--- config.mk ---
export PLATFORM = sky130hd
export DESIGN_NAME = cfgbank_top
export DESIGN_NICKNAME = d
export VERILOG_FILES = /design/src/rtl/cfgbank_pkg.sv /design/src/rtl/cfgbank_ptr.sv /design/src/rtl/cfgbank_chan.sv /design/src/rtl/cfgbank_glob.sv /design/src/rtl/cfgbank_top.sv
export SDC_FILE = /design/constraint.sdc
export NUM_CORES = 1
export LEC_CHECK = 0
export BUFFER_PORTS_ARGS = -buffer_cell sky130_fd_sc_hd__buf_4
export CORE_AREA = 5 5 154 156
export DETAILED_ROUTE_END_ITERATION = 8
export DIE_AREA = 0 0 159 161
export PLACE_DENSITY = 0.51
export SYNTH_ARGS = -nofsm -noshare
export SYNTH_HDL_FRONTEND = slang
export SYNTH_SLANG_ARGS = --single-unit
--- constraint.sdc ---
create_clock -name clk -period 6 [get_ports clk]
set_input_delay 1.5 -clock clk [delete_from_list [all_inputs] [get_ports clk]]
set_output_delay 1.5 -clock clk [all_outputs]
set_load 0.01 [all_outputs]
--- src/rtl/cfgbank_pkg.sv ---
// Shared constants and helpers for the indirect configuration bank.
// Assumes a 3-bit index field and exactly two channels.
package cfgbank_pkg;
    localparam int NUM_CH = 2;
    localparam int IDX_W  = 3;

    // Register offsets on the slave port
    localparam logic [1:0] OFS_DATA = 2'd0;
    localparam logic [1:0] OFS_PTR  = 2'd1;
    localparam logic [1:0] OFS_TEST = 2'd2;
    localparam logic [1:0] OFS_MASK = 2'd3;

    // Per-channel register indexes
    localparam logic [IDX_W-1:0] IX_CMD  = 3'd0;
    localparam logic [IDX_W-1:0] IX_GEN  = 3'd1;
    localparam logic [IDX_W-1:0] IX_RALO = 3'd2;
    localparam logic [IDX_W-1:0] IX_RAHI = 3'd3;
    localparam logic [IDX_W-1:0] IX_CTL  = 3'd4;
    localparam logic [IDX_W-1:0] IX_DTIM = 3'd5;
    localparam logic [IDX_W-1:0] IX_CTIM = 3'd6;

    // Next index after a data access with auto-advance; 6 and 7 wrap to 0
    function automatic logic [IDX_W-1:0] next_idx(input logic [IDX_W-1:0] cur);
        return (cur >= IX_CTIM) ? '0 : cur + 1'b1;
    endfunction
endpackage

--- src/rtl/cfgbank_ptr.sv ---
// Pointer register: index, channel select and auto-advance flag.
// Assumes a pointer write and a data-port access never share a cycle.
module cfgbank_ptr
    import cfgbank_pkg::*;
(
    input  logic             clk,
    input  logic             rst_n,
    input  logic             load,
    input  logic             ai_in,
    input  logic             ch_in,
    input  logic [IDX_W-1:0] idx_in,
    input  logic             data_acc,
    output logic [IDX_W-1:0] idx,
    output logic             ch,
    output logic             ai
);
    // Load from a pointer write, else step after a data access
    always_ff @(posedge clk) begin
        if (!rst_n) begin
            idx <= '0;
            ch  <= 1'b0;
            ai  <= 1'b0;
        end else if (load) begin
            idx <= idx_in;
            ch  <= ch_in;
            ai  <= ai_in;
        end else if (data_acc && ai) begin
            idx <= next_idx(idx);
        end
    end
endmodule

--- src/rtl/cfgbank_chan.sv ---
// One channel's set of seven registers behind the data port.
// Assumes we is already qualified with the channel select; index 7 is inert.
module cfgbank_chan
    import cfgbank_pkg::*;
#(
    parameter int             DW       = 16,
    parameter int             RA_W     = 10,
    parameter logic [DW-1:0]  CMD_RST  = 16'h01F0,
    parameter logic [DW-1:0]  CTL_RST  = 16'h03F6,
    parameter logic [7:0]     GEN_RST  = 8'h01,
    parameter logic [7:0]     DTIM_RST = 8'hF5,
    parameter logic [7:0]     CTIM_RST = 8'hDE
) (
    input  logic             clk,
    input  logic             rst_n,
    input  logic             we,
    input  logic [IDX_W-1:0] idx,
    input  logic [DW-1:0]    wdata,
    output logic [DW-1:0]    rd_word,
    output logic [DW-1:0]    cmd_base,
    output logic [DW-1:0]    ctl_base,
    output logic [7:0]       gen_cfg,
    output logic [RA_W-1:0]  ra_count,
    output logic             ra_en,
    output logic             fifo_clr,
    output logic [7:0]       dtim,
    output logic [7:0]       ctim
);
    localparam int RA_HI_W = RA_W - 8;

    logic [DW-1:0]      cmd_q, ctl_q;
    logic [7:0]         gen_q, ralo_q, dtim_q, ctim_q;
    logic [RA_HI_W-1:0] rahi_q;
    logic               raen_q, fifo_q;

    // Register writes by index; FIFO clear lives for one cycle only
    always_ff @(posedge clk) begin
        if (!rst_n) begin
            cmd_q  <= CMD_RST;
            ctl_q  <= CTL_RST;
            gen_q  <= GEN_RST;
            ralo_q <= '0;
            rahi_q <= '0;
            raen_q <= 1'b0;
            dtim_q <= DTIM_RST;
            ctim_q <= CTIM_RST;
            fifo_q <= 1'b0;
        end else begin
            fifo_q <= 1'b0;
            if (we) begin
                case (idx)
                    IX_CMD:  cmd_q  <= wdata;
                    IX_GEN:  gen_q  <= wdata[7:0];
                    IX_RALO: ralo_q <= wdata[7:0];
                    IX_RAHI: begin
                        raen_q <= wdata[7];
                        fifo_q <= wdata[6];
                        rahi_q <= wdata[RA_HI_W-1:0];
                    end
                    IX_CTL:  ctl_q  <= wdata;
                    IX_DTIM: dtim_q <= wdata[7:0];
                    IX_CTIM: ctim_q <= wdata[7:0];
                    default: ;
                endcase
            end
        end
    end

    // Readback mux; write-only and unused indexes return zero
    always_comb begin
        rd_word = '0;
        case (idx)
            IX_CMD:  rd_word       = cmd_q;
            IX_GEN:  rd_word[7:0]  = gen_q;
            IX_CTL:  rd_word       = ctl_q;
            IX_DTIM: rd_word[7:0]  = dtim_q;
            IX_CTIM: rd_word[7:0]  = ctim_q;
            default: rd_word       = '0;
        endcase
    end

    assign cmd_base = cmd_q;
    assign ctl_base = ctl_q;
    assign gen_cfg  = gen_q;
    assign ra_count = {rahi_q, ralo_q};
    assign ra_en    = raen_q;
    assign fifo_clr = fifo_q;
    assign dtim     = dtim_q;
    assign ctim     = ctim_q;
endmodule

--- src/rtl/cfgbank_glob.sv ---
// Chip-wide bits: chip-test mode bits and per-channel interrupt masks.
// Assumes the caller decodes the address; only the low two data bits matter.
module cfgbank_glob (
    input  logic       clk,
    input  logic       rst_n,
    input  logic       wr_test,
    input  logic       wr_mask,
    input  logic [1:0] wbits,
    output logic       legacy_mode,
    output logic       test_mode,
    output logic [1:0] irq_mask
);
    // Capture test-mode bits and mask bits on their own writes
    always_ff @(posedge clk) begin
        if (!rst_n) begin
            legacy_mode <= 1'b0;
            test_mode   <= 1'b0;
            irq_mask    <= 2'b00;
        end else begin
            if (wr_test) begin
                legacy_mode <= wbits[1];
                test_mode   <= wbits[0];
            end
            if (wr_mask) irq_mask <= wbits;
        end
    end
endmodule

--- src/rtl/cfgbank_top.sv ---
// Indirect dual-channel configuration bank on a four-address slave port.
// Assumes wr_en and rd_en are never high together; rdata is combinational.
module cfgbank_top
    import cfgbank_pkg::*;
#(
    parameter int              DW           = 16,
    parameter int              RA_W         = 10,
    parameter logic [DW-1:0]   CMD_BASE_PRI = 16'h01F0,
    parameter logic [DW-1:0]   CMD_BASE_SEC = 16'h0170,
    parameter logic [DW-1:0]   CTL_BASE_PRI = 16'h03F6,
    parameter logic [DW-1:0]   CTL_BASE_SEC = 16'h0376,
    parameter logic [7:0]      GEN_DEFAULT  = 8'h01,
    parameter logic [7:0]      DTIM_DEFAULT = 8'hF5,
    parameter logic [7:0]      CTIM_DEFAULT = 8'hDE
) (
    input  logic                       clk,
    input  logic                       rst_n,
    input  logic                       wr_en,
    input  logic                       rd_en,
    input  logic [1:0]                 addr,
    input  logic [DW-1:0]              wdata,
    output logic [DW-1:0]              rdata,
    input  logic                       ch0_irq_i,
    input  logic                       ch0_bm_irq_i,
    input  logic                       ch1_irq_i,
    input  logic                       ch1_bm_irq_i,
    input  logic                       legacy_hdr_i,
    output logic [NUM_CH-1:0][DW-1:0]  cmd_base_o,
    output logic [NUM_CH-1:0][DW-1:0]  ctl_base_o,
    output logic [NUM_CH-1:0][7:0]     gen_cfg_o,
    output logic [NUM_CH-1:0][RA_W-1:0] ra_count_o,
    output logic [NUM_CH-1:0]          ra_en_o,
    output logic [NUM_CH-1:0]          fifo_clr_o,
    output logic [NUM_CH-1:0][7:0]     dtim_o,
    output logic [NUM_CH-1:0][7:0]     ctim_o,
    output logic [1:0]                 irq_mask_o,
    output logic                       legacy_mode_o,
    output logic                       test_mode_o
);
    logic [IDX_W-1:0]           ptr_idx;
    logic                       ptr_ch;
    logic                       ptr_ai;
    logic                       data_acc;
    logic [NUM_CH-1:0][DW-1:0]  chan_rd;

    assign data_acc = (wr_en || rd_en) && (addr == OFS_DATA);

    cfgbank_ptr u_ptr (
        .clk      (clk),
        .rst_n    (rst_n),
        .load     (wr_en && (addr == OFS_PTR)),
        .ai_in    (wdata[7]),
        .ch_in    (wdata[3]),
        .idx_in   (wdata[IDX_W-1:0]),
        .data_acc (data_acc),
        .idx      (ptr_idx),
        .ch       (ptr_ch),
        .ai       (ptr_ai)
    );

    for (genvar g = 0; g < NUM_CH; g++) begin : g_chan
        cfgbank_chan #(
            .DW       (DW),
            .RA_W     (RA_W),
            .CMD_RST  ((g == 0) ? CMD_BASE_PRI : CMD_BASE_SEC),
            .CTL_RST  ((g == 0) ? CTL_BASE_PRI : CTL_BASE_SEC),
            .GEN_RST  (GEN_DEFAULT),
            .DTIM_RST (DTIM_DEFAULT),
            .CTIM_RST (CTIM_DEFAULT)
        ) u_chan (
            .clk      (clk),
            .rst_n    (rst_n),
            .we       (wr_en && (addr == OFS_DATA) && (ptr_ch == 1'(g))),
            .idx      (ptr_idx),
            .wdata    (wdata),
            .rd_word  (chan_rd[g]),
            .cmd_base (cmd_base_o[g]),
            .ctl_base (ctl_base_o[g]),
            .gen_cfg  (gen_cfg_o[g]),
            .ra_count (ra_count_o[g]),
            .ra_en    (ra_en_o[g]),
            .fifo_clr (fifo_clr_o[g]),
            .dtim     (dtim_o[g]),
            .ctim     (ctim_o[g])
        );
    end

    cfgbank_glob u_glob (
        .clk         (clk),
        .rst_n       (rst_n),
        .wr_test     (wr_en && (addr == OFS_TEST)),
        .wr_mask     (wr_en && (addr == OFS_MASK)),
        .wbits       (wdata[1:0]),
        .legacy_mode (legacy_mode_o),
        .test_mode   (test_mode_o),
        .irq_mask    (irq_mask_o)
    );

    // Read decode; one address shows status instead of the test register
    always_comb begin
        rdata = '0;
        if (rd_en) begin
            case (addr)
                OFS_DATA: rdata      = chan_rd[ptr_ch];
                OFS_PTR:  rdata[7:0] = {ptr_ai, 3'b000, ptr_ch, ptr_idx};
                OFS_TEST: rdata[1:0] = {ch0_bm_irq_i, ch0_irq_i};
                default:  rdata[4:0] = {legacy_hdr_i, ch1_bm_irq_i, ch1_irq_i, irq_mask_o};
            endcase
        end
    end
endmodule

==> impl_metrics.toml <==
[critical_path]
r2r.worst_path.cells = 6
r2r_setup_slack_ns = 2.93
cp.buffers_inverters = 2
slowest_stage = "ha_1"
cpLargestDelayFamily = "simple AND/OR/NAND/NOR gates"
worstPathRequired_ns = 4.50
crit_path_start_kind = "register"
crit_type = "register to primary output"
worstPathArrival_ns = 3.37
worstPathMaxFanout = 28
max_stage_delay_ns = 0.92
crit_path_end_kind = "primary output"
path_cells = "inv_1, ha_1, nand2b_1, o211ai_1, nand2_1, or4_1, a21boi_0, buf_4"
r2r_start = "u_ptr.idx[0]"
rr_endpoint = "g_chan[0].u_chan.gen_cfg[0]"

[timing]
final.period_utilization = 0.8123
rsz0062_at_grt = "false"
hold_viol = 0
slew_headroom = 0.2504
setup_violations = 0
worst_pin_slew_ns = 1.124
setup_tns_ns = 0
slew_violations = 0
fin_ws_ns = 1.126
min_period_ns = 4.874
fin_worst_skew_ns = 0.01491
timing.fmax_mhz = 205.2

[floorplan]
die-area_mm2 = 0.02560
die_w_um = 159
initial_utilization = 0.2924
ioPinCount = 183
coreArea_mm2 = 0.02223
row_count = 55
chipHeight_um = 161

[cts]
cts_tree = "done"
ctsRootBufferMaster = "clkbuf_16"
htreeDepth = 4
path_clk_slew_ns = 0.07
ctsHoldBuffers = 0
ctsResizeCount = 0
worstSkewPairLatency_ns = 0.42
cts_buffers = 17
numClockSinks = 145
clock_path_buffers = 2
post_cts_buffers = 0

[finish]
antenna_cells = 0
multi_input_area_mm2 = 0.003289
nets = 955
area_growth_pct = 32.17
drive_above_1_share = 0.2535
num-fill-cells = 2312
seq_area_mm2 = 0.002904
fin_util = 0.3864

[power]
switching_share = 0.2486
leakage_nw = 3.558
p_clk_frac = 0.479
seqPwrFrac = 0.434
p_comb_frac = 0.086
p_int_w = 0.001699
p_per_area_mw_per_mm2 = 263.2
ir_worst_vdd_uv = 191.2
p_sw_w = 0.0005621

[drt]
drt_wl_total_um = 25330
via_per_inst = 5.104
vias = 6227
ant_nets = 0
wl_per_cell_um = 20.76
dr.first_iter.drc_count = 628
drc = 0
dr.pass1.iters = 5

[placed_design]
dpl.hpwl_um = 17590
gp_congestion = 0.8189
port_buffers = 182
pre_cts_ws_ns = 1.562

[synth]
synth_cells = 781
synthFlopType = "dfxtp_1"
synth_edf_count = 0
synth_area_mm2 = 0.006499
async_flop_share = 0
synth_cell_types = 39
syn_nets = 813
syn_avg_cell_area_um2 = 8.321
synth_seq_cells = 145
seq_area_frac_synth = 0.4467
yosys_warnings = 0

[run]
max_cap_viol_count = 0

[global_route]
groute.usage.overall = 0.1923
grt_remaining_overflow = 0
grt_pass1_vias = 6022
antenna_found_initial = 0
grt_max_degree = 110
grt_pass1_wl_um = 38580

[status]
outcome = "finished, final reports clean"

[worst_hold_path]
min-delay-path-class = "register to register"
hold_depth = 2
hold_path_startpoint = "g_chan[1].u_chan.ralo_q[7]"
holdPathEnd = "g_chan[1].u_chan.ralo_q[7]"
[metrics by stage]
| step | std cells | area [um2] | hold WS, ns | power [W] |
|---|---|---|---|---|
| after CTS | 1220 | 8589 | 0.4763 | 0.002282 |
| after global routing | 1220 | 8589 | 0.4932 | 0.002340 |
| after detailed placement | 1189 | 7999 | 0.4650 | 0.001198 |
| after global placement | 1189 | 7999 | 0.4553 | 0.001198 |
| final | 1220 | 8589 | 0.4735 | 0.002261 |
| after floorplan | 781 | 6499 | 0.4438 | 0.001116 |
[flip-flops by register name (all words and copies together) (netlist names)]
signal / flops
g_chan.u_chan.rahi_q: 4
u_ptr.ch: 1
u_ptr.ai: 1
g_chan.u_chan.gen_cfg: 16
g_chan.u_chan.dtim: 16
g_chan.u_chan.ctim: 16
u_glob.irq_mask: 2
g_chan.u_chan.ra_en: 2
g_chan.u_chan.ctl_base: 32
u_glob.legacy_mode: 1
u_glob.test_mode: 1
u_ptr.idx: 3
g_chan.u_chan.ralo_q: 16
g_chan.u_chan.cmd_base: 32
g_chan.u_chan.fifo_clr: 2
[kinds of logic (layout without fill, tap and decap cells)]
| family | after synthesis | in the layout | share of synthesized area |
|---|---|---|---|
| adder cells (fa/ha/maj) | 5 | 5 | 0.009626 |
| AO/OA/AOI/OAI | 163 | 163 | 0.1835 |
| buffers and inverters | 72 | 226 | 0.04717 |
| multiplexers | 33 | 33 | 0.06681 |
| AND/OR/NAND/NOR | 363 | 363 | 0.2462 |
| flip-flops | 145 | 145 | 0.4467 |
[worst register-to-register path, cell delays in order (launching register included)]
cell and delay [ns]:
dfxtp_1 0.46, ha_1 0.58, buf_4 0.36, nor2b_1 0.69, nand2_1 0.50, mux2i_1 0.26, nand2_1 0.07
[power by group through the flow]
| stage | Sequential, W | Combinational, W | Clock [W] |
|---|---|---|---|
| after global routing | 0.000982 | 0.000211 | 0.00115 |
| after CTS | 0.000982 | 0.000195 | 0.00110 |
| after floorplan | 0.00100 | 0.000113 | 0 |
| final | 0.000982 | 0.000195 | 0.00108 |
| after detailed placement | 0.00100 | 0.000195 | 0 |
| after global placement | 0.00100 | 0.000195 | 0 |
[cell usage after synthesis (14+ instances only)]
cell	number	area share
a21boi_0	70	0.081
a21oi_1	14	0.011
a221oi_1	15	0.020
buf_2	14	0.011
clkbuf_1	44	0.025
dfxtp_1	145	0.45
mux2i_1	22	0.034
nand2_1	222	0.13
nand3_1	83	0.064
nor2_1	14	0.0081
nor2b_1	32	0.031
o21ai_0	23	0.018
[how the worst max path moves through the flow]
stage	startpoint	endpoint	cells after the start
2_1_floorplan	addr[0]	rdata[4]	5
3_3_place_gp	addr[1]	rdata[4]	6
3_5_place_dp	addr[1]	rdata[4]	6
4_1_cts	u_ptr.idx[0]	rdata[4]	8
5_1_grt	u_ptr.idx[0]	rdata[4]	8
6_report	u_ptr.idx[0]	rdata[4]	8
[cell type report]
cell class,instances,share of cell area
multi-input cells,564,0.3830
flip-flops and latches,145,0.3381
repair buffers,191,0.1669
clock buffers,18,0.04996
well taps,285,0.04151
clock inverters,13,0.01879
inverters,4,0.001748
[layer usage]
layer  track usage  up-vias  part of all wire
met5             0        -                 0
met4       0.05467        0             0.019
met3       0.04874       24             0.075
met2        0.3091      243              0.46
met1        0.2574     2962              0.44
li1              -     2998                 -
[cells in the final DEF, fill, tap and decap left out, types with 3 or more instances in the layout]
cell	instances
a211o_1	3
a21boi_0	70
a21oi_1	14
a221oi_1	15
a222oi_1	8
a22oi_1	7
buf_4	191
bufinv_16	3
clkbuf_16	17
clkinv_2	3
clkinvlp_4	4
dfxtp_1	144
ha_1	5
inv_1	4
mux2_2	3
mux2i_1	22
mux4_2	8
nand2_1	222
nand3_1	83
nand3b_1	3
nor2_1	14
nor2b_1	32
o211a_1	5
o211ai_1	5
o21ai_0	23
No activity file was read; power rests on OpenSTA's default activity.
